File: src/rtl/wdt_pkg.sv
package wdt_pkg;
  localparam int WTO_W = 3;
  localparam logic [7:0] KEY_A = 8'h1E;
  localparam logic [7:0] KEY_B = 8'hE1;
  localparam int PULSE_DIV = 6;

  typedef struct packed {
    logic clr;  // zero prescaler, counter and tick phase
    logic run;  // watchdog enabled
  } wdtStb_t;
endpackage

File: src/rtl/wdt_ctrl.sv
module wdt_ctrl
  import wdt_pkg::*;
#(
  parameter int RST_UNITS = 4
) (
  input  logic             clk,
  input  logic             rstN,
  input  logic             wrRst,
  input  logic             wrPrg,
  input  logic [7:0]       wrData,
  input  logic             ovfHit,
  output wdtStb_t          stb,
  output logic [WTO_W-1:0] wtoSel,
  output logic             rstOut
);
  localparam int UNIT_W = $clog2(RST_UNITS + 1);
  localparam int DIV_W = $clog2(PULSE_DIV);

  logic keyArmed;
  logic wdtEn;
  logic [DIV_W-1:0] divCnt;
  logic [UNIT_W-1:0] unitCnt;
  logic keyHit;
  logic keyStart;

  // writes to the restart register are ignored while the pulse is driven
  assign keyStart = wrRst && !rstOut && (wrData == KEY_A);
  assign keyHit = wrRst && !rstOut && keyArmed && (wrData == KEY_B);

  assign stb.clr = keyHit || ovfHit;
  assign stb.run = wdtEn;

  always_ff @(posedge clk or negedge rstN) begin
    if (!rstN) begin
      wtoSel <= '0;
    end else if (wrPrg) begin
      wtoSel <= wrData[WTO_W-1:0];
    end
  end

  always_ff @(posedge clk or negedge rstN) begin
    if (!rstN) begin
      keyArmed <= 1'b0;
      wdtEn <= 1'b0;
    end else if (ovfHit) begin
      keyArmed <= 1'b0;
      wdtEn <= 1'b0;
    end else if (wrRst && !rstOut) begin
      keyArmed <= keyStart;
      if (keyHit) begin
        wdtEn <= 1'b1;
      end
    end
  end

  // pulse generator: divide-by-six stage times RST_UNITS
  always_ff @(posedge clk or negedge rstN) begin
    if (!rstN) begin
      rstOut <= 1'b0;
      divCnt <= '0;
      unitCnt <= '0;
    end else if (ovfHit) begin
      rstOut <= 1'b1;
      divCnt <= '0;
      unitCnt <= '0;
    end else if (rstOut) begin
      if (divCnt == DIV_W'(PULSE_DIV - 1)) begin
        divCnt <= '0;
        if (unitCnt == UNIT_W'(RST_UNITS - 1)) begin
          rstOut <= 1'b0;
        end else begin
          unitCnt <= unitCnt + 1'b1;
        end
      end else begin
        divCnt <= divCnt + 1'b1;
      end
    end
  end
endmodule

File: src/rtl/wdt_datapath.sv
module wdt_datapath
  import wdt_pkg::*;
#(
  parameter int PRE_W = 14,
  parameter int CNT_W = 7
) (
  input  logic             clk,
  input  logic             rstN,
  input  wdtStb_t          stb,
  input  logic             selHalf,
  input  logic             dblSpeed,
  input  logic [WTO_W-1:0] wtoSel,
  output logic             ovfHit
);
  logic phase;
  logic tickEn;
  logic [PRE_W-1:0] preCnt;
  logic [CNT_W-1:0] perCnt;
  logic [CNT_W-1:0] perMask;

  assign tickEn = stb.run && ((!selHalf && dblSpeed) || phase);
  assign perMask = ~({CNT_W{1'b1}} << wtoSel);
  assign ovfHit = tickEn && (&preCnt) && ((perCnt & perMask) == perMask);

  always_ff @(posedge clk or negedge rstN) begin
    if (!rstN) begin
      phase <= 1'b0;
      preCnt <= '0;
      perCnt <= '0;
    end else if (stb.clr) begin
      phase <= 1'b0;
      preCnt <= '0;
      perCnt <= '0;
    end else if (stb.run) begin
      phase <= ~phase;
      if (tickEn) begin
        preCnt <= preCnt + 1'b1;
        if (&preCnt) begin
          perCnt <= perCnt + 1'b1;
        end
      end
    end
  end
endmodule

File: src/rtl/keyed_wdt.sv
module keyed_wdt
  import wdt_pkg::*;
#(
  parameter int PRE_W = 14,
  parameter int CNT_W = 7,
  parameter int RST_UNITS = 4
) (
  input  logic       clk,
  input  logic       rstN,
  input  logic       wrRst,
  input  logic       wrPrg,
  input  logic [7:0] wrData,
  input  logic       selHalf,
  input  logic       dblSpeed,
  output logic       rstOut
);
  wdtStb_t stb;
  logic ovfHit;
  logic [WTO_W-1:0] wtoSel;

  wdt_ctrl #(.RST_UNITS(RST_UNITS)) u_ctrl (
    .clk(clk), .rstN(rstN), .wrRst(wrRst), .wrPrg(wrPrg), .wrData(wrData),
    .ovfHit(ovfHit), .stb(stb), .wtoSel(wtoSel), .rstOut(rstOut)
  );

  wdt_datapath #(.PRE_W(PRE_W), .CNT_W(CNT_W)) u_dp (
    .clk(clk), .rstN(rstN), .stb(stb), .selHalf(selHalf),
    .dblSpeed(dblSpeed), .wtoSel(wtoSel), .ovfHit(ovfHit)
  );
endmodule

File: config.mk
export PLATFORM = sky130hd
export DESIGN_NAME = keyed_wdt
export DESIGN_NICKNAME = d
export VERILOG_FILES = /design/src/rtl/wdt_pkg.sv /design/src/rtl/wdt_ctrl.sv /design/src/rtl/wdt_datapath.sv /design/src/rtl/keyed_wdt.sv
export SDC_FILE = /design/constraint.sdc
export NUM_CORES = 1
export LEC_CHECK = 0
export BUFFER_PORTS_ARGS = -buffer_cell sky130_fd_sc_hd__buf_2
export CORE_MARGIN = 2
export CORE_UTILIZATION = 50
export DETAILED_ROUTE_END_ITERATION = 6
export PLACE_DENSITY = 0.74
export SLEW_MARGIN = 20
export SYNTH_ARGS = -nofsm -noshare
export SYNTH_HDL_FRONTEND = slang
export SYNTH_SLANG_ARGS = --single-unit
export TNS_END_PERCENT = 50
File: constraint.sdc
create_clock -name clk -period 3.8 [get_ports clk]
set_input_delay 0.19 -clock clk [delete_from_list [all_inputs] [get_ports clk]]
set_output_delay 0.19 -clock clk [all_outputs]
set_load 0.05 [all_outputs]
Yosys cells after proc, flatten, opt, wreduce, memory -nomap -nowiden
Cells that the tools add are included.
- register bits: 34
- word-level logic and storage cells: 72
- output and inout bits: 1
- bits of input ports: 14
- reduce and logical (&&, ||, !) cells: 24
- muxes and demuxes: 25
- equality and inequality tests: 6
- bitwise operators: 3
- shift operators: 1
- $add $sub $neg: 4
- operators by type and width (operator ; count):
    14-bit 2-to-1 mux ; 3
    7-bit 2-to-1 mux ; 4
    3-bit 2-to-1 mux ; 7
    14-bit by 1-bit adder with 14-bit output, second input constant ; 1
    14-bit AND reduction ; 1
    2-bit nonzero test ; 7
    1-bit 2-to-1 mux ; 11
    8-bit by 5-bit == test with 1-bit output, second input constant ; 1
    8-bit == test, second input constant ; 1
    1-bit logical AND ; 8
    7-bit by 1-bit adder with 7-bit output, second input constant ; 1
    7-bit bitwise AND ; 1
    7-bit == test ; 1
    7-bit NOT ; 1
    7-bit by 3-bit << shifter with 7-bit output, first input constant ; 1
    3-bit by 1-bit adder with 3-bit output, second input constant ; 2
    3-bit AND reduction ; 2
    2-bit AND reduction ; 2
    3-bit by 2-bit == test with 1-bit output, second input constant ; 1
    3-bit == test, second input constant ; 1
    1-bit logical NOT ; 2
    1-bit logical OR ; 2
    2-bit by 1-bit inequality test with 1-bit output, second input constant ; 1
    1-bit NOT ; 1

Logic depth before layout (Yosys ltp)
Gate-level depths: netlist (run 1).
- depth in word-level cells: 9
- gate-level depth with buffers: 7
- gate-level depth less buffers: 6

By module
A second synthesis (run 1) with hierarchy kept.
- cells, all modules: 188
- area, all modules: 1911.8 µm²
- modules (own cells, without submodules) (module ; area each (µm²) ; seq. area each (µm²) ; cells an instance ; times used):
    wdt_datapath ; 1292.5 ; 550.5 ; 134 ; 1
    wdt_ctrl ; 619.3 ; 300.3 ; 54 ; 1

Worst setup path after synthesis (run 1)
Ideal clock, no wire load.
- path type: register -> register
- from: reg u_dp.preCnt[0]
- to: reg u_dp.perCnt[4]
- clock period less this slack: 1.819 ns
- buffers on the path: 1
- data required time: 3.718 ns
- data arrival time: 1.737 ns
- cell stages (with the launch flop): 8
- library setup time: 0.082 ns
- slack: 1.981 ns
- path through: dfrtp_1 ha_1 nand3_1 a21oi_2 nand4_4 buf_6 or4_1 a31oi_1
- cells in the longest elaborated chain, start to end: 6
- elaborated cells on any way between the ends: 9
- those cells by class: 1 x mux; 8 x reduce/logical
- RTL lines (item ; RTL line ; RTL):
    start, declared ; wdt_datapath.sv:17 ; logic [PRE_W-1:0] preCnt;
    start signal, assigned ; wdt_datapath.sv:37 ; preCnt <= preCnt + 1'b1;
    14-bit AND reduction * ; wdt_datapath.sv:23, wdt_datapath.sv:38 ;
    1-bit logical AND (2 in a row) ; wdt_datapath.sv:23 ; assign ovfHit = tickEn && (&preCnt) && ((perCnt & perMask) == perMask);
    1-bit logical OR ; wdt_ctrl.sv:30 ; assign stb.clr = keyHit || ovfHit;
    2-bit nonzero test (no line) ; -- ;
    3-bit AND reduction (no line) ; -- ;
    end signal, assigned ; wdt_datapath.sv:39 ; perCnt <= perCnt + 1'b1;
    end, declared ; wdt_datapath.sv:18 ; logic [CNT_W-1:0] perCnt;
Mark *: on every way between the ends. The rest lies on a longest branch, timed or not.
A chain may end at the register's enable or synchronous reset.

Worst setup path after layout (run 1)
- from: reg u_ctrl.wtoSel[2]
- to: reg u_ctrl.wdtEn
- cells in the longest elaborated chain, start to end: 7
- elaborated cells on any way between the ends: 9
- those cells by class: 1 x eq/ne; 1 x shift; 1 x mux; 2 x bitwise; 4 x reduce/logical
- RTL lines (item ; RTL line ; RTL):
    start, declared ; wdt_ctrl.sv:13 ; output logic [WTO_W-1:0] wtoSel,
    start signal, assigned ; wdt_ctrl.sv:37 ; wtoSel <= wrData[WTO_W-1:0];
    7-bit by 3-bit << shifter with 7-bit output * ; wdt_datapath.sv:22 ; assign perMask = ~({CNT_W{1'b1}} << wtoSel);
    7-bit NOT * ; wdt_datapath.sv:22 ;
    7-bit bitwise AND ; wdt_datapath.sv:23 ;
    7-bit == test * ; wdt_datapath.sv:23 ;
    1-bit logical AND * ; wdt_datapath.sv:23 ;
    2-bit nonzero test (no line) ; -- ;
    2-bit AND reduction (no line) ; -- ;
    end signal, assigned ; wdt_ctrl.sv:44 ; wdtEn <= 1'b0;
    end signal, assigned ; wdt_ctrl.sv:47 ; wdtEn <= 1'b0;
    end signal, assigned ; wdt_ctrl.sv:51 ; wdtEn <= 1'b1;
    end, declared ; wdt_ctrl.sv:20 ; logic wdtEn;
Marked as above.

==> key figures, run 1 <==
Worst setup path
  – Slowest cell on the critical path: sky130_fd_sc_hd__nor2_1
  – Stages on worst setup path: 5
  – Top delay family on crit path: simple AND/OR/NAND/NOR gates
  – Capturing element of the worst setup path: u_ctrl.wdtEn
  – Worst EP required: 4.01 ns
  – Top fanout value on the critical path: 9
  – Launching instance or port of the critical path: u_ctrl.wtoSel[2]
  – Worst Path Class, Setup: register to register
  – Startpoint types: register
  – Crit path buf inv count: 0
  – Most frequent cell on the critical path: sky130_fd_sc_hd__nor2_1
  – Cell breakdown of the critical path: and2_1 -> a221oi_1 -> nand3_1 -> nor2_1 -> nor2_1
  – Terminus of the critical flop-to-flop path: u_ctrl.wdtEn
  – Critical path's largest stage delay: 0.55 ns
  – Crit path capture type: register
  – Arrival time worst endpoint: 2.33 ns
  – Worst R2R Setup Slack: 1.68 ns
  – Number of cells traversed by the worst register-to-register path: 5
  – Reg-to-Reg Start: u_ctrl.wtoSel[2]

Drt
  – Initial DRT Pass Iterations: 4
  – Detail-routed net length per standard cell: 13.7 um
  – Routed wire length: 3.37 mm
  – Total via count in the routed design: 1360
  – Iter 0 DRT Violations: 68
  – Remaining routing DRC violations: 0
  – Post-detailed-route via-to-cell ratio: 5.53
  – Residual antenna-violating net count after detailed routing: 0

Floorplanning
  – Width of the die: 63.4 um
  – Initial Utilization: 0.524
  – Die footprint: 4020 um^2
  – Number of ports placed on the die boundary: 15
  – Floorplan die height: 63.4 um
  – # rows: 21
  – Core area: 3360 um^2

Power and ir drop
  – Portion of total power attributed to the clock network: 0.341
  – Switching portion of total power: 0.232
  – Leakage Power: 0.916 nW
  – Design internal power: 470 uW
  – Combinational share of power: 0.056
  – Pwr dens: 315 nW/um^2
  – Maximum vdd ir drop: 0.216 mV
  – Overall Power: 612 uW
  – Sequential cell fraction of total power: 0.603
  – Total net switching power: 142 uW

Logic synthesis
  – Primary flip-flop cell chosen by synthesis mapping: sky130_fd_sc_hd__dfrtp_1
  – Top-count cell post-synth: sky130_fd_sc_hd__dfrtp_1
  – Total standard cell area after synthesis: 1760 um^2
  – Dominant cells by area after synthesis: sky130_fd_sc_hd__dfrtp_1 48%, sky130_fd_sc_hd__nor2_1 5.5%, sky130_fd_sc_hd__xor2_1 5.5%, sky130_fd_sc_hd__nand3_1 5.1%, sky130_fd_sc_hd__nand2_1 3.0%
  – Synthesized Nets: 198
  – Async set-reset flop share out of synthesis: 1.00
  – Cell taking the most area after synthesis: sky130_fd_sc_hd__dfrtp_1
  – #FFs+latches synth: 34
  – Sequential element share of the synthesized area: 0.483
  – Synthesized instance count: 180
  – EDFF count, synth: 0
  – Share of the synthesized area in the top cell type: 0.483
  – Count of unique library cells instantiated by Yosys: 40
  – Avg Inst Size Synth: 9.79 um^2
  – Most common library cells after synthesis: 34 x sky130_fd_sc_hd__dfrtp_1, 26 x sky130_fd_sc_hd__nor2_1, 18 x sky130_fd_sc_hd__nand3_1
  – Count of yosys warnings during synthesis: 0

Placed design
  – Worst setup timing slack at the placement stage: 1.68 ns
  – Total placed cells including tap cells: 237
  – Final weighted congestion of routability-driven global placement: 0.885
  – Final HPWL from detailed placement: 2.40 mm
  – Number of input and output port buffers inserted: 14

Global routing
  – Remaining Overflow, GRT: 0
  – First-pass GRT wire length: 6.00 mm
  – Antenna violations before repair: 0
  – Maximum number of pins on one net before global-route repair: 35
  – Overall global routing resource usage: 0.192
  – Vias in the first global route: 1370

Cells and area
  – Area overhead of the layout relative to synthesis: 10.1%
  – N_diodes: 0
  – Layout cells sized above 1: 0.145
  – Final nets: 217
  – Layout Cells excl Fill: 246

STA
  – Final count of negative-setup-slack endpoints: 0
  – Worst-case setup margin in the final layout: 1.68 ns
  – Fin crit share: 0.558
  – Clock Skews: 0.0158 ns
  – Total Negative Setup Slacks: 0 ns
  – Max-slew violations: 0
  – Worst Hold Slack: 0.102 ns
  – Number of failing hold endpoints at the final stage: 0
  – Slew @ Worst Pin: 0.746 ns
  – RSZ-0062 raised after global routing: false
  – Highest clock frequency the design can meet: 472 MHz
  – Slew headroom: 0.502
  – Shortest clock period the worst path allows after layout: 2.12 ns

Clock network
  – Max H-tree Level: 2
  – Clock tree buffer depth: 2
  – Worst-skew pair later-pin latency: 0.35 ns
  – Number of clock sinks: 34
  – Number of buffers created by CTS: 5
  – Post-CTS Setup Inserts: 0
  – TritonCTS clock tree: done
  – Reg clk slew, reported paths: 0.10 ns
  – Cell at the root of the clock tree: sky130_fd_sc_hd__clkbuf_4

Flow run
  – Count of maximum capacitance violations: 0

Outcome
  – Run status: finished clean

Worst hold path
  – Classification of the worst-slack hold path: primary input to register
-- logic make-up after synthesis --
logic type	after synthesis	share of synthesized area
XOR/XNOR	16	0.0795
AO/OA/AOI/OAI	23	0.0845
flip-flops	34	0.483
multiplexers	5	0.0305
adder cells (fa/ha/maj)	4	0.0284
buffers and inverters	8	0.0241
AND/OR/NAND/NOR	90	0.270
-- what timing repair did --
item	in CTS	in global routing
resized for setup	0	0
hold endpoints to repair	34	0
hold buffers	1	0
-- cell usage in the layout (no fill, tap or decap), types with 2 or more instances in the layout --
| cell type | instances |
|---|---|
| sky130_fd_sc_hd__dfrtp_1 | 34 |
| sky130_fd_sc_hd__nand4_1 | 3 |
| sky130_fd_sc_hd__nor2_1 | 26 |
| sky130_fd_sc_hd__buf_2 | 14 |
| sky130_fd_sc_hd__and2_1 | 3 |
| sky130_fd_sc_hd__a31oi_1 | 5 |
| sky130_fd_sc_hd__mux2_2 | 3 |
| sky130_fd_sc_hd__ha_1 | 4 |
| sky130_fd_sc_hd__and3_1 | 3 |
| sky130_fd_sc_hd__nor3_1 | 2 |
| sky130_fd_sc_hd__nand3_1 | 18 |
| sky130_fd_sc_hd__or4_1 | 3 |
| sky130_fd_sc_hd__nand4b_1 | 2 |
| sky130_fd_sc_hd__inv_1 | 4 |
| sky130_fd_sc_hd__xnor2_1 | 5 |
| sky130_fd_sc_hd__o21ai_0 | 2 |
| sky130_fd_sc_hd__nand2_1 | 14 |
| sky130_fd_sc_hd__mux2i_1 | 2 |
| sky130_fd_sc_hd__nand2b_1 | 4 |
| sky130_fd_sc_hd__clkbuf_4 | 5 |
| sky130_fd_sc_hd__xor2_1 | 11 |
| sky130_fd_sc_hd__a21oi_1 | 7 |
| sky130_fd_sc_hd__nor2b_1 | 2 |
| sky130_fd_sc_hd__a21o_1 | 3 |
| sky130_fd_sc_hd__and4_1 | 2 |
| sky130_fd_sc_hd__nor3b_1 | 2 |
-- metal layers --
| metal | share of wire | track usage |
|---|---|---|
| met2 | 0.49 | 0.314 |
| met3 | 0.037 | 0.0589 |
| met1 | 0.45 | 0.236 |
| met4 | 0.018 | 0.0788 |
| met5 | 0 | 0 |
-- power by group through the flow --
stage               Clock [mW]  Combinational (mW)  Sequential (mW)
floorplan                    0              0.0164            0.375
global placement             0              0.0326            0.375
detailed placement           0              0.0342            0.376
CTS                      0.218              0.0352            0.369
global route             0.233              0.0395            0.369
finish                   0.208              0.0345            0.369
-- registers in the layout, indices dropped and copies added, names as in the netlist --
signal / flops
u_dp.phase: 1
u_dp.perCnt: 7
u_ctrl.wtoSel: 3
u_ctrl.wdtEn: 1
u_ctrl.unitCnt: 3
u_dp.preCnt: 14
u_ctrl.rstOut: 1
u_ctrl.divCnt: 3
u_ctrl.keyArmed: 1
-- cell type report --
type	count	area, um^2
Fill cell	323	1420
Multi-Input combinational cell	138	870
Sequential cell	34	851
Timing Repair Buffer	16	87.6
Tap cell	46	57.6
Clock buffer	7	55.1
Inverter	4	15.0
Clock inverter	1	5.00
-- metrics by stage --
stage,utilization,area [um^2]
3_5_place_dp,0.556,1870
5_1_grt,0.577,1940
4_1_cts,0.577,1940
6_report,0.577,1940
2_1_floorplan,-,1760
3_3_place_gp,0.556,1870
-- how the worst min path moves through the flow --
| stage | from | to | slack, ns | depth (start not counted) |
|---|---|---|---|---|
| 3_3_place_gp | rstN | u_ctrl.wtoSel[0] | 0.28 | 1 |
| 3_5_place_dp | rstN | u_ctrl.wtoSel[0] | 0.30 | 1 |
| 2_1_floorplan | rstN | u_ctrl.divCnt[0] | -0.11 | 0 |
| 5_1_grt | wrData[1] | u_ctrl.wtoSel[1] | 0.1 | 2 |
| 6_report | wrData[1] | u_ctrl.wtoSel[1] | 0.10 | 2 |
| 4_1_cts | wrData[1] | u_ctrl.wtoSel[1] | 0.09 | 2 |
No activity file was read; power rests on OpenSTA's default activity.
==> run 2: changes to the inputs <==
--- a/config.mk
+++ b/config.mk
@@ -5,11 +5,12 @@
 export SDC_FILE = /design/constraint.sdc
 export NUM_CORES = 1
 export LEC_CHECK = 0
+export ABC_AREA = 1
 export BUFFER_PORTS_ARGS = -buffer_cell sky130_fd_sc_hd__buf_2
 export CORE_MARGIN = 2
 export CORE_UTILIZATION = 50
 export DETAILED_ROUTE_END_ITERATION = 6
-export PLACE_DENSITY = 0.74
+export PLACE_DENSITY = 0.73
 export SLEW_MARGIN = 20
 export SYNTH_ARGS = -nofsm -noshare
 export SYNTH_HDL_FRONTEND = slang
==> constraint.sdc (replaced) <==
create_clock -name clk -period 2.1 [get_ports clk]
set_input_delay 0.105 -clock clk [delete_from_list [all_inputs] [get_ports clk]]
set_output_delay 0.105 -clock clk [all_outputs]
set_load 0.05 [all_outputs]
==> key figures, run 2 <==
Floorplanning
  – Core area: 4060 um^2 (was 3360 um^2)
  – Width of the die: 69.2 um (was 63.4 um)
  – Initial Utilization: 0.525 (was 0.524)
  – # rows: 23 (was 21)
  – Die footprint: 4790 um^2 (was 4020 um^2)
  – Number of ports placed on the die boundary: 15 (unchanged)
  – Floorplan die height: 69.2 um (was 63.4 um)

Worst setup path
  – Worst EP required: 2.27 ns (was 4.01 ns)
  – Worst Path Class, Setup: register to register (unchanged)
  – Startpoint types: register (unchanged)
  – Top fanout value on the critical path: 5 (was 9)
  – Arrival time worst endpoint: 1.86 ns (was 2.33 ns)
  – Crit path capture type: register (unchanged)

Placed design
  – Worst setup timing slack at the placement stage: 0.416 ns (was 1.68 ns)
  – Final HPWL from detailed placement: 2.98 mm (was 2.40 mm)
  – Final weighted congestion of routability-driven global placement: 0.927 (was 0.885)
  – Total placed cells including tap cells: 336 (was 237)
  – Number of input and output port buffers inserted: 14 (unchanged)

Global routing
  – Overall global routing resource usage: 0.174 (was 0.192)
  – Vias in the first global route: 1591 (was 1370)
  – Remaining Overflow, GRT: 0 (unchanged)
  – Maximum number of pins on one net before global-route repair: 35 (unchanged)
  – First-pass GRT wire length: 6.80 mm (was 6.00 mm)
  – Antenna violations before repair: 0 (unchanged)

Logic synthesis
  – Share of the synthesized area in the top cell type: 0.400 (was 0.483)
  – Cell taking the most area after synthesis: sky130_fd_sc_hd__dfrtp_1 (unchanged)
  – Synthesized Nets: 293 (was 198)
  – Synthesized instance count: 275 (was 180)
  – Sequential element share of the synthesized area: 0.400 (was 0.483)
  – EDFF count, synth: 0 (unchanged)
  – Avg Inst Size Synth: 7.74 um^2 (was 9.79 um^2)
  – Top-count cell post-synth: sky130_fd_sc_hd__nand2_1 (was sky130_fd_sc_hd__dfrtp_1)
  – Count of unique library cells instantiated by Yosys: 31 (was 40)
  – Primary flip-flop cell chosen by synthesis mapping: sky130_fd_sc_hd__dfrtp_1 (unchanged)
  – Async set-reset flop share out of synthesis: 1.00 (unchanged)
  – Most common library cells after synthesis: 52 x sky130_fd_sc_hd__nand2_1, 43 x sky130_fd_sc_hd__inv_1, 34 x sky130_fd_sc_hd__dfrtp_1 (was 34 x sky130_fd_sc_hd__dfrtp_1, 26 x sky130_fd_sc_hd__nor2_1, 18 x sky130_fd_sc_hd__nand3_1)
  – Dominant cells by area after synthesis: sky130_fd_sc_hd__dfrtp_1 40%, sky130_fd_sc_hd__nand2_1 9.2%, sky130_fd_sc_hd__inv_1 7.6%, sky130_fd_sc_hd__nor2_1 5.6%, sky130_fd_sc_hd__nand3_1 4.9% (was sky130_fd_sc_hd__dfrtp_1 48%, sky130_fd_sc_hd__nor2_1 5.5%, sky130_fd_sc_hd__xor2_1 5.5%, sky130_fd_sc_hd__nand3_1 5.1%, sky130_fd_sc_hd__nand2_1 3.0%)
  – Total standard cell area after synthesis: 2130 um^2 (was 1760 um^2)
  – Count of yosys warnings during synthesis: 0 (unchanged)
  – #FFs+latches synth: 34 (unchanged)

Power and ir drop
  – Total net switching power: 262 uW (was 142 uW)
  – Leakage Power: 1.22 nW (was 0.916 nW)
  – Switching portion of total power: 0.224 (was 0.232)
  – Portion of total power attributed to the clock network: 0.383 (was 0.341)
  – Maximum vdd ir drop: 0.380 mV (was 0.216 mV)
  – Design internal power: 907 uW (was 470 uW)
  – Combinational share of power: 0.047 (was 0.056)
  – Sequential cell fraction of total power: 0.570 (was 0.603)
  – Pwr dens: 506 nW/um^2 (was 315 nW/um^2)

STA
  – Shortest clock period the worst path allows after layout: 1.69 ns (was 2.12 ns)
  – Highest clock frequency the design can meet: 592 MHz (was 472 MHz)
  – Worst-case setup margin in the final layout: 0.411 ns (was 1.68 ns)
  – Slew headroom: 0.498 (was 0.502)
  – Fin crit share: 0.804 (was 0.558)
  – Number of failing hold endpoints at the final stage: 0 (unchanged)
  – Max-slew violations: 0 (unchanged)
  – Slew @ Worst Pin: 0.753 ns (was 0.746 ns)
  – RSZ-0062 raised after global routing: false (unchanged)
  – Clock Skews: 0.00256 ns (was 0.0158 ns)
  – Final count of negative-setup-slack endpoints: 0 (unchanged)
  – Total Negative Setup Slacks: 0 ns (unchanged)
  – Worst Hold Slack: 0.0645 ns (was 0.102 ns)

Drt
  – Residual antenna-violating net count after detailed routing: 0 (unchanged)
  – Iter 0 DRT Violations: 111 (was 68)
  – Detail-routed net length per standard cell: 11.2 um (was 13.7 um)
  – Initial DRT Pass Iterations: 4 (unchanged)
  – Remaining routing DRC violations: 0 (unchanged)
  – Total via count in the routed design: 1734 (was 1360)
  – Routed wire length: 3.85 mm (was 3.37 mm)
  – Post-detailed-route via-to-cell ratio: 5.04 (was 5.53)

Worst hold path
  – Classification of the worst-slack hold path: primary input to register (unchanged)

Outcome
  – Run status: finished clean (unchanged)

Cells and area
  – Most common cell after layout, fill and taps aside: sky130_fd_sc_hd__nand2_1 (was sky130_fd_sc_hd__dfrtp_1)
  – Number of flip-flops under the largest register name: 14 (unchanged)
  – Final nets: 312 (was 217)
  – Area overhead of the layout relative to synthesis: 8.70% (was 10.1%)
  – Layout Cells excl Fill: 344 (was 246)
  – Top register by number of flip-flops: u_dp.preCnt (unchanged)
  – Largest registers ranked by flip-flop count: u_dp.preCnt x14, u_dp.perCnt x7 (unchanged)
  – Layout cells sized above 1: 0.170 (was 0.145)
  – Commonest cells after routing, fill and taps aside: 52 x sky130_fd_sc_hd__nand2_1, 43 x sky130_fd_sc_hd__inv_1, 34 x sky130_fd_sc_hd__dfrtp_1 (was 34 x sky130_fd_sc_hd__dfrtp_1, 26 x sky130_fd_sc_hd__nor2_1, 18 x sky130_fd_sc_hd__nand3_1)
  – N_diodes: 0 (unchanged)

Clock network
  – TritonCTS clock tree: done (unchanged)
  – Post-CTS Setup Inserts: 0 (unchanged)
  – Number of clock sinks: 34 (unchanged)
  – Cell at the root of the clock tree: sky130_fd_sc_hd__clkbuf_8 (was sky130_fd_sc_hd__clkbuf_4)
  – Reg clk slew, reported paths: 0.06 ns (was 0.10 ns)
  – Clock tree buffer depth: 2 (unchanged)
  – Worst-skew pair later-pin latency: 0.28 ns (was 0.35 ns)
  – Max H-tree Level: 2 (unchanged)
  – Number of buffers created by CTS: 5 (unchanged)

Flow run
  – Count of maximum capacitance violations: 0 (unchanged)
==> run 2: cell count changes in the layout (fill, tap and decap cells not counted), sizes merged, moves of 5 or more <==
cell   change
xnor2      -5
o21ai      +9
nor2      +17
inv       +42
a31oi      -5
xor2       -5
nand4      +8
nand2     +47
nor3      +10
==> run 2: metal layers <==
layer	vias to the layer above	GRT usage	share of wire
met3	6	0.0436	0.028
met5	-	0	0
met1	791	0.241	0.50
met4	0	0.0458	0.013
li1	922	-	-
met2	15	0.274	0.46
==> run 2: path summary, 6_finish.rpt <==
path                                         from                 to  slack (ns)  cells after the start
worst min-delay path                    wrData[0]   u_ctrl.wtoSel[0]        0.06                      3
worst max register to register     u_dp.preCnt[0]    u_dp.preCnt[13]        0.41                     12
max in group asynchronous                    rstN    u_dp.preCnt[10]        1.18                      2
worst min register to register  u_ctrl.unitCnt[2]  u_ctrl.unitCnt[2]        0.53                      2
min in group asynchronous                    rstN  u_ctrl.unitCnt[2]        0.43                      2
worst max-delay path               u_dp.preCnt[0]    u_dp.preCnt[13]        0.41                     12
==> run 2: logic make-up after synthesis <==
| group | count (synthesis) | share of synthesized area |
|---|---|---|
| and+or+nand+nor | 158 | 0.393 |
| buffers and inverters | 49 | 0.0970 |
| DFF | 34 | 0.400 |
| AOI/OAI and AO/OA | 24 | 0.0617 |
| xor gates and xnor gates | 6 | 0.0247 |
| adders and majority gates | 4 | 0.0235 |
==> run 2: layout make-up <==
| type | count | area, um^2 |
|---|---|---|
| clock buffer | 7 | 76.3 |
| fill | 375 | 1740 |
| inverter | 46 | 173 |
| multi-input combinational | 192 | 1070 |
| sequential | 34 | 851 |
| tap | 50 | 62.6 |
| timing repair buffer | 15 | 80.1 |
==> run 2: what timing repair did <==
action | 4_1_cts | 5_1_grt
hold endpoints to repair | 34 | 0
gates resized for setup | 0 | 0
hold buffers | 1 | 0
==> run 2: per-stage QoR <==
stage	total power [mW]	utilization	area, um^2
after detailed placement	0.734	0.549	2230
after global placement	0.733	0.549	2230
final	1.17	0.570	2310
after CTS	1.19	0.570	2310
after floorplan	0.700	-	2130
after global routing	1.22	0.570	2310
==> run 2: power by group through the flow <==
stage | logic (mW) | registers [mW] | clock network (mW)
after floorplan | 0.0222 | 0.678 | 0
after global placement | 0.0539 | 0.679 | 0
after detailed placement | 0.0555 | 0.679 | 0
after CTS | 0.0569 | 0.667 | 0.464
after global routing | 0.0663 | 0.668 | 0.486
final | 0.0552 | 0.667 | 0.448
==> run 2: critical path, cell delays in order (launching register included) <==
cell and delay [ns]:
sky130_fd_sc_hd__dfrtp_1 0.40, sky130_fd_sc_hd__ha_1 0.20, sky130_fd_sc_hd__nand2_1 0.09, sky130_fd_sc_hd__inv_1 0.08, sky130_fd_sc_hd__nand2_1 0.09, sky130_fd_sc_hd__nor2_4 0.15
sky130_fd_sc_hd__nand2_2 0.09, sky130_fd_sc_hd__nor2_2 0.09, sky130_fd_sc_hd__nand2_2 0.11, sky130_fd_sc_hd__nand2_4 0.11, sky130_fd_sc_hd__nor2_1 0.06, sky130_fd_sc_hd__nand2_1 0.07
sky130_fd_sc_hd__nand2_1 0.05
==> run 3: changes to the inputs <==
==> constraint.sdc (replaced) <==
create_clock -name clk -period 1.8 [get_ports clk]
set_input_delay 0.09 -clock clk [delete_from_list [all_inputs] [get_ports clk]]
set_output_delay 0.09 -clock clk [all_outputs]
set_load 0.05 [all_outputs]
==> key figures, run 3 (same netlist as run 2, synthesis figures left out) <==
Outcome
  – Run status: finished clean (unchanged)

Floorplanning
  – Die footprint: 4790 um^2 (unchanged)
  – Width of the die: 69.2 um (unchanged)
  – # rows: 23 (unchanged)
  – Core area: 4060 um^2 (unchanged)
  – Floorplan die height: 69.2 um (unchanged)
  – Number of ports placed on the die boundary: 15 (unchanged)
  – Initial Utilization: 0.525 (unchanged)

STA
  – Slew headroom: 0.504 (was 0.498)
  – Final count of negative-setup-slack endpoints: 0 (unchanged)
  – Total Negative Setup Slacks: 0 ns (unchanged)
  – Fin crit share: 0.894 (was 0.804)
  – Slew @ Worst Pin: 0.745 ns (was 0.753 ns)
  – Shortest clock period the worst path allows after layout: 1.61 ns (was 1.69 ns)
  – Worst Hold Slack: 0.0323 ns (was 0.0645 ns)
  – Worst-case setup margin in the final layout: 0.190 ns (was 0.411 ns)
  – Max-slew violations: 0 (unchanged)
  – Clock Skews: 0.00353 ns (was 0.00256 ns)
  – Highest clock frequency the design can meet: 621 MHz (was 592 MHz)
  – RSZ-0062 raised after global routing: false (unchanged)
  – Number of failing hold endpoints at the final stage: 0 (unchanged)

Drt
  – Residual antenna-violating net count after detailed routing: 0 (unchanged)
  – Iter 0 DRT Violations: 121 (was 111)
  – Remaining routing DRC violations: 0 (unchanged)
  – Post-detailed-route via-to-cell ratio: 5.03 (was 5.04)
  – Detail-routed net length per standard cell: 11.4 um (was 11.2 um)
  – Routed wire length: 3.94 mm (was 3.85 mm)
  – Total via count in the routed design: 1739 (was 1734)
  – Initial DRT Pass Iterations: 4 (unchanged)

Global routing
  – Antenna violations before repair: 0 (unchanged)
  – Remaining Overflow, GRT: 0 (unchanged)
  – Overall global routing resource usage: 0.184 (was 0.174)
  – Vias in the first global route: 1647 (was 1591)
  – First-pass GRT wire length: 7.13 mm (was 6.80 mm)
  – Maximum number of pins on one net before global-route repair: 35 (unchanged)

Clock network
  – Worst-skew pair later-pin latency: 0.29 ns (was 0.28 ns)
  – Number of clock sinks: 34 (unchanged)
  – Max H-tree Level: 2 (unchanged)
  – Cell at the root of the clock tree: sky130_fd_sc_hd__clkbuf_8 (unchanged)
  – Number of gates resized after cts: 0 (unchanged)
  – TritonCTS clock tree: done (unchanged)
  – Number of buffers created by CTS: 5 (unchanged)
  – Reg clk slew, reported paths: 0.06 ns (about the same)
  – Clock tree buffer depth: 2 (unchanged)

Cells and area
  – Top register by number of flip-flops: u_dp.preCnt (unchanged)
  – Largest registers ranked by flip-flop count: u_dp.preCnt x14, u_dp.perCnt x7 (unchanged)
  – Utilization after layout: 0.574 (was 0.570)
  – Area overhead of the layout relative to synthesis: 9.41% (was 8.70%)
  – Final nets: 314 (was 312)
  – Layout Cells excl Fill: 346 (was 344)
  – Commonest cells after routing, fill and taps aside: 52 x sky130_fd_sc_hd__nand2_1, 43 x sky130_fd_sc_hd__inv_1, 34 x sky130_fd_sc_hd__dfrtp_1 (unchanged)
  – Most common cell after layout, fill and taps aside: sky130_fd_sc_hd__nand2_1 (unchanged)
  – N_diodes: 0 (unchanged)
  – Layout filler cell count: 379 (was 375)
  – Layout cells sized above 1: 0.176 (was 0.170)
  – Number of flip-flops under the largest register name: 14 (unchanged)

Power and ir drop
  – Leakage Power: 1.23 nW (was 1.22 nW)
  – Switching portion of total power: 0.226 (was 0.224)
  – Total net switching power: 308 uW (was 262 uW)
  – Combinational share of power: 0.047 (about the same)
  – Sequential cell fraction of total power: 0.569 (was 0.570)
  – Design internal power: 1.06 mW (was 907 uW)
  – Portion of total power attributed to the clock network: 0.384 (was 0.383)
  – Pwr dens: 587 nW/um^2 (was 506 nW/um^2)
  – Maximum vdd ir drop: 0.559 mV (was 0.380 mV)

Worst setup path
  – Worst EP required: 1.97 ns (was 2.27 ns)
  – Arrival time worst endpoint: 1.77 ns (was 1.86 ns)
  – Worst Path Class, Setup: register to register (unchanged)
  – Crit path capture type: register (unchanged)
  – Startpoint types: register (unchanged)
  – Top fanout value on the critical path: 13 (was 5)

Placed design
  – Final HPWL from detailed placement: 3.02 mm (was 2.98 mm)
  – Final weighted congestion of routability-driven global placement: 0.887 (was 0.927)
  – Number of input and output port buffers inserted: 14 (unchanged)
  – Total placed cells including tap cells: 337 (was 336)
  – Worst setup timing slack at the placement stage: 0.143 ns (was 0.416 ns)

Worst hold path
  – Classification of the worst-slack hold path: primary input to register (unchanged)

Flow run
  – Count of maximum capacitance violations: 0 (unchanged)
==> run 3: cell count changes in the layout (fill, tap and decap cells not counted) <==
| cell | delta |
|---|---|
| sky130_fd_sc_hd__buf_4 | +2 |
==> run 3: power groups by stage <==
stage | Sequential (mW) | Combinational (mW) | Clock (mW)
2_1_floorplan | 0.791 | 0.0259 | 0
5_1_grt | 0.779 | 0.0776 | 0.569
3_5_place_dp | 0.792 | 0.0640 | 0
4_1_cts | 0.778 | 0.0657 | 0.539
6_report | 0.778 | 0.0641 | 0.524
3_3_place_gp | 0.792 | 0.0622 | 0
==> run 3: metal layers <==
layer	track usage	routed length (um)	vias up
met5	0	0	-
met4	0.0871	90	0
met3	0.0465	127	8
met2	0.278	1820	18
met1	0.249	1900	789
li1	-	-	924
==> run 3: repair_timing <==
| action | in CTS | in global routing |
|---|---|---|
| hold endpoints to repair | 34 | 0 |
| setup buffers | 0 | 1 |
| setup endpoints to repair | 0 | 2 |
| hold buffers | 1 | 0 |
==> run 3: per-stage QoR <==
step,area (um^2),power (mW)
after CTS,2320,1.38
after global routing,2330,1.43
final,2330,1.37
after global placement,2230,0.854
after detailed placement,2230,0.856
after floorplan,2130,0.816
==> run 3: critical path, stage by stage, from the launching register on <==
cell and delay, ns:
sky130_fd_sc_hd__dfrtp_1 0.41, sky130_fd_sc_hd__inv_1 0.09, sky130_fd_sc_hd__nand2_1 0.06, sky130_fd_sc_hd__nand2_1 0.05, sky130_fd_sc_hd__nand2_1 0.05, sky130_fd_sc_hd__nand3_1 0.07, sky130_fd_sc_hd__nor2_1 0.29, sky130_fd_sc_hd__nand2_4 0.17
sky130_fd_sc_hd__nand2_4 0.21, sky130_fd_sc_hd__nor3b_1 0.09
==> run 3: path summary, 6_finish.rpt <==
path	slack, ns	cells after the start	start	endpoint
setup / recovery	0.19	9	u_dp.perCnt[1]	u_dp.preCnt[3]
hold / removal	0.03	3	wrData[0]	u_ctrl.wtoSel[0]
setup reg to reg	0.19	9	u_dp.perCnt[1]	u_dp.preCnt[3]
hold reg to reg	0.53	2	u_dp.preCnt[13]	u_dp.preCnt[13]
max in group asynchronous	0.91	2	rstN	u_dp.preCnt[8]
min in group asynchronous	0.40	2	rstN	u_ctrl.unitCnt[2]
==> run 3: final cells by class <==
cell class                      instances  area (um^2)  area share
Clock buffer                            7         76.3      0.0328
Inverter                               46          173      0.0742
Tap cell                               50         62.6      0.0269
Multi-Input combinational cell        192         1070       0.460
Sequential cell                        34          851       0.365
Timing Repair Buffer                   17         95.1      0.0408
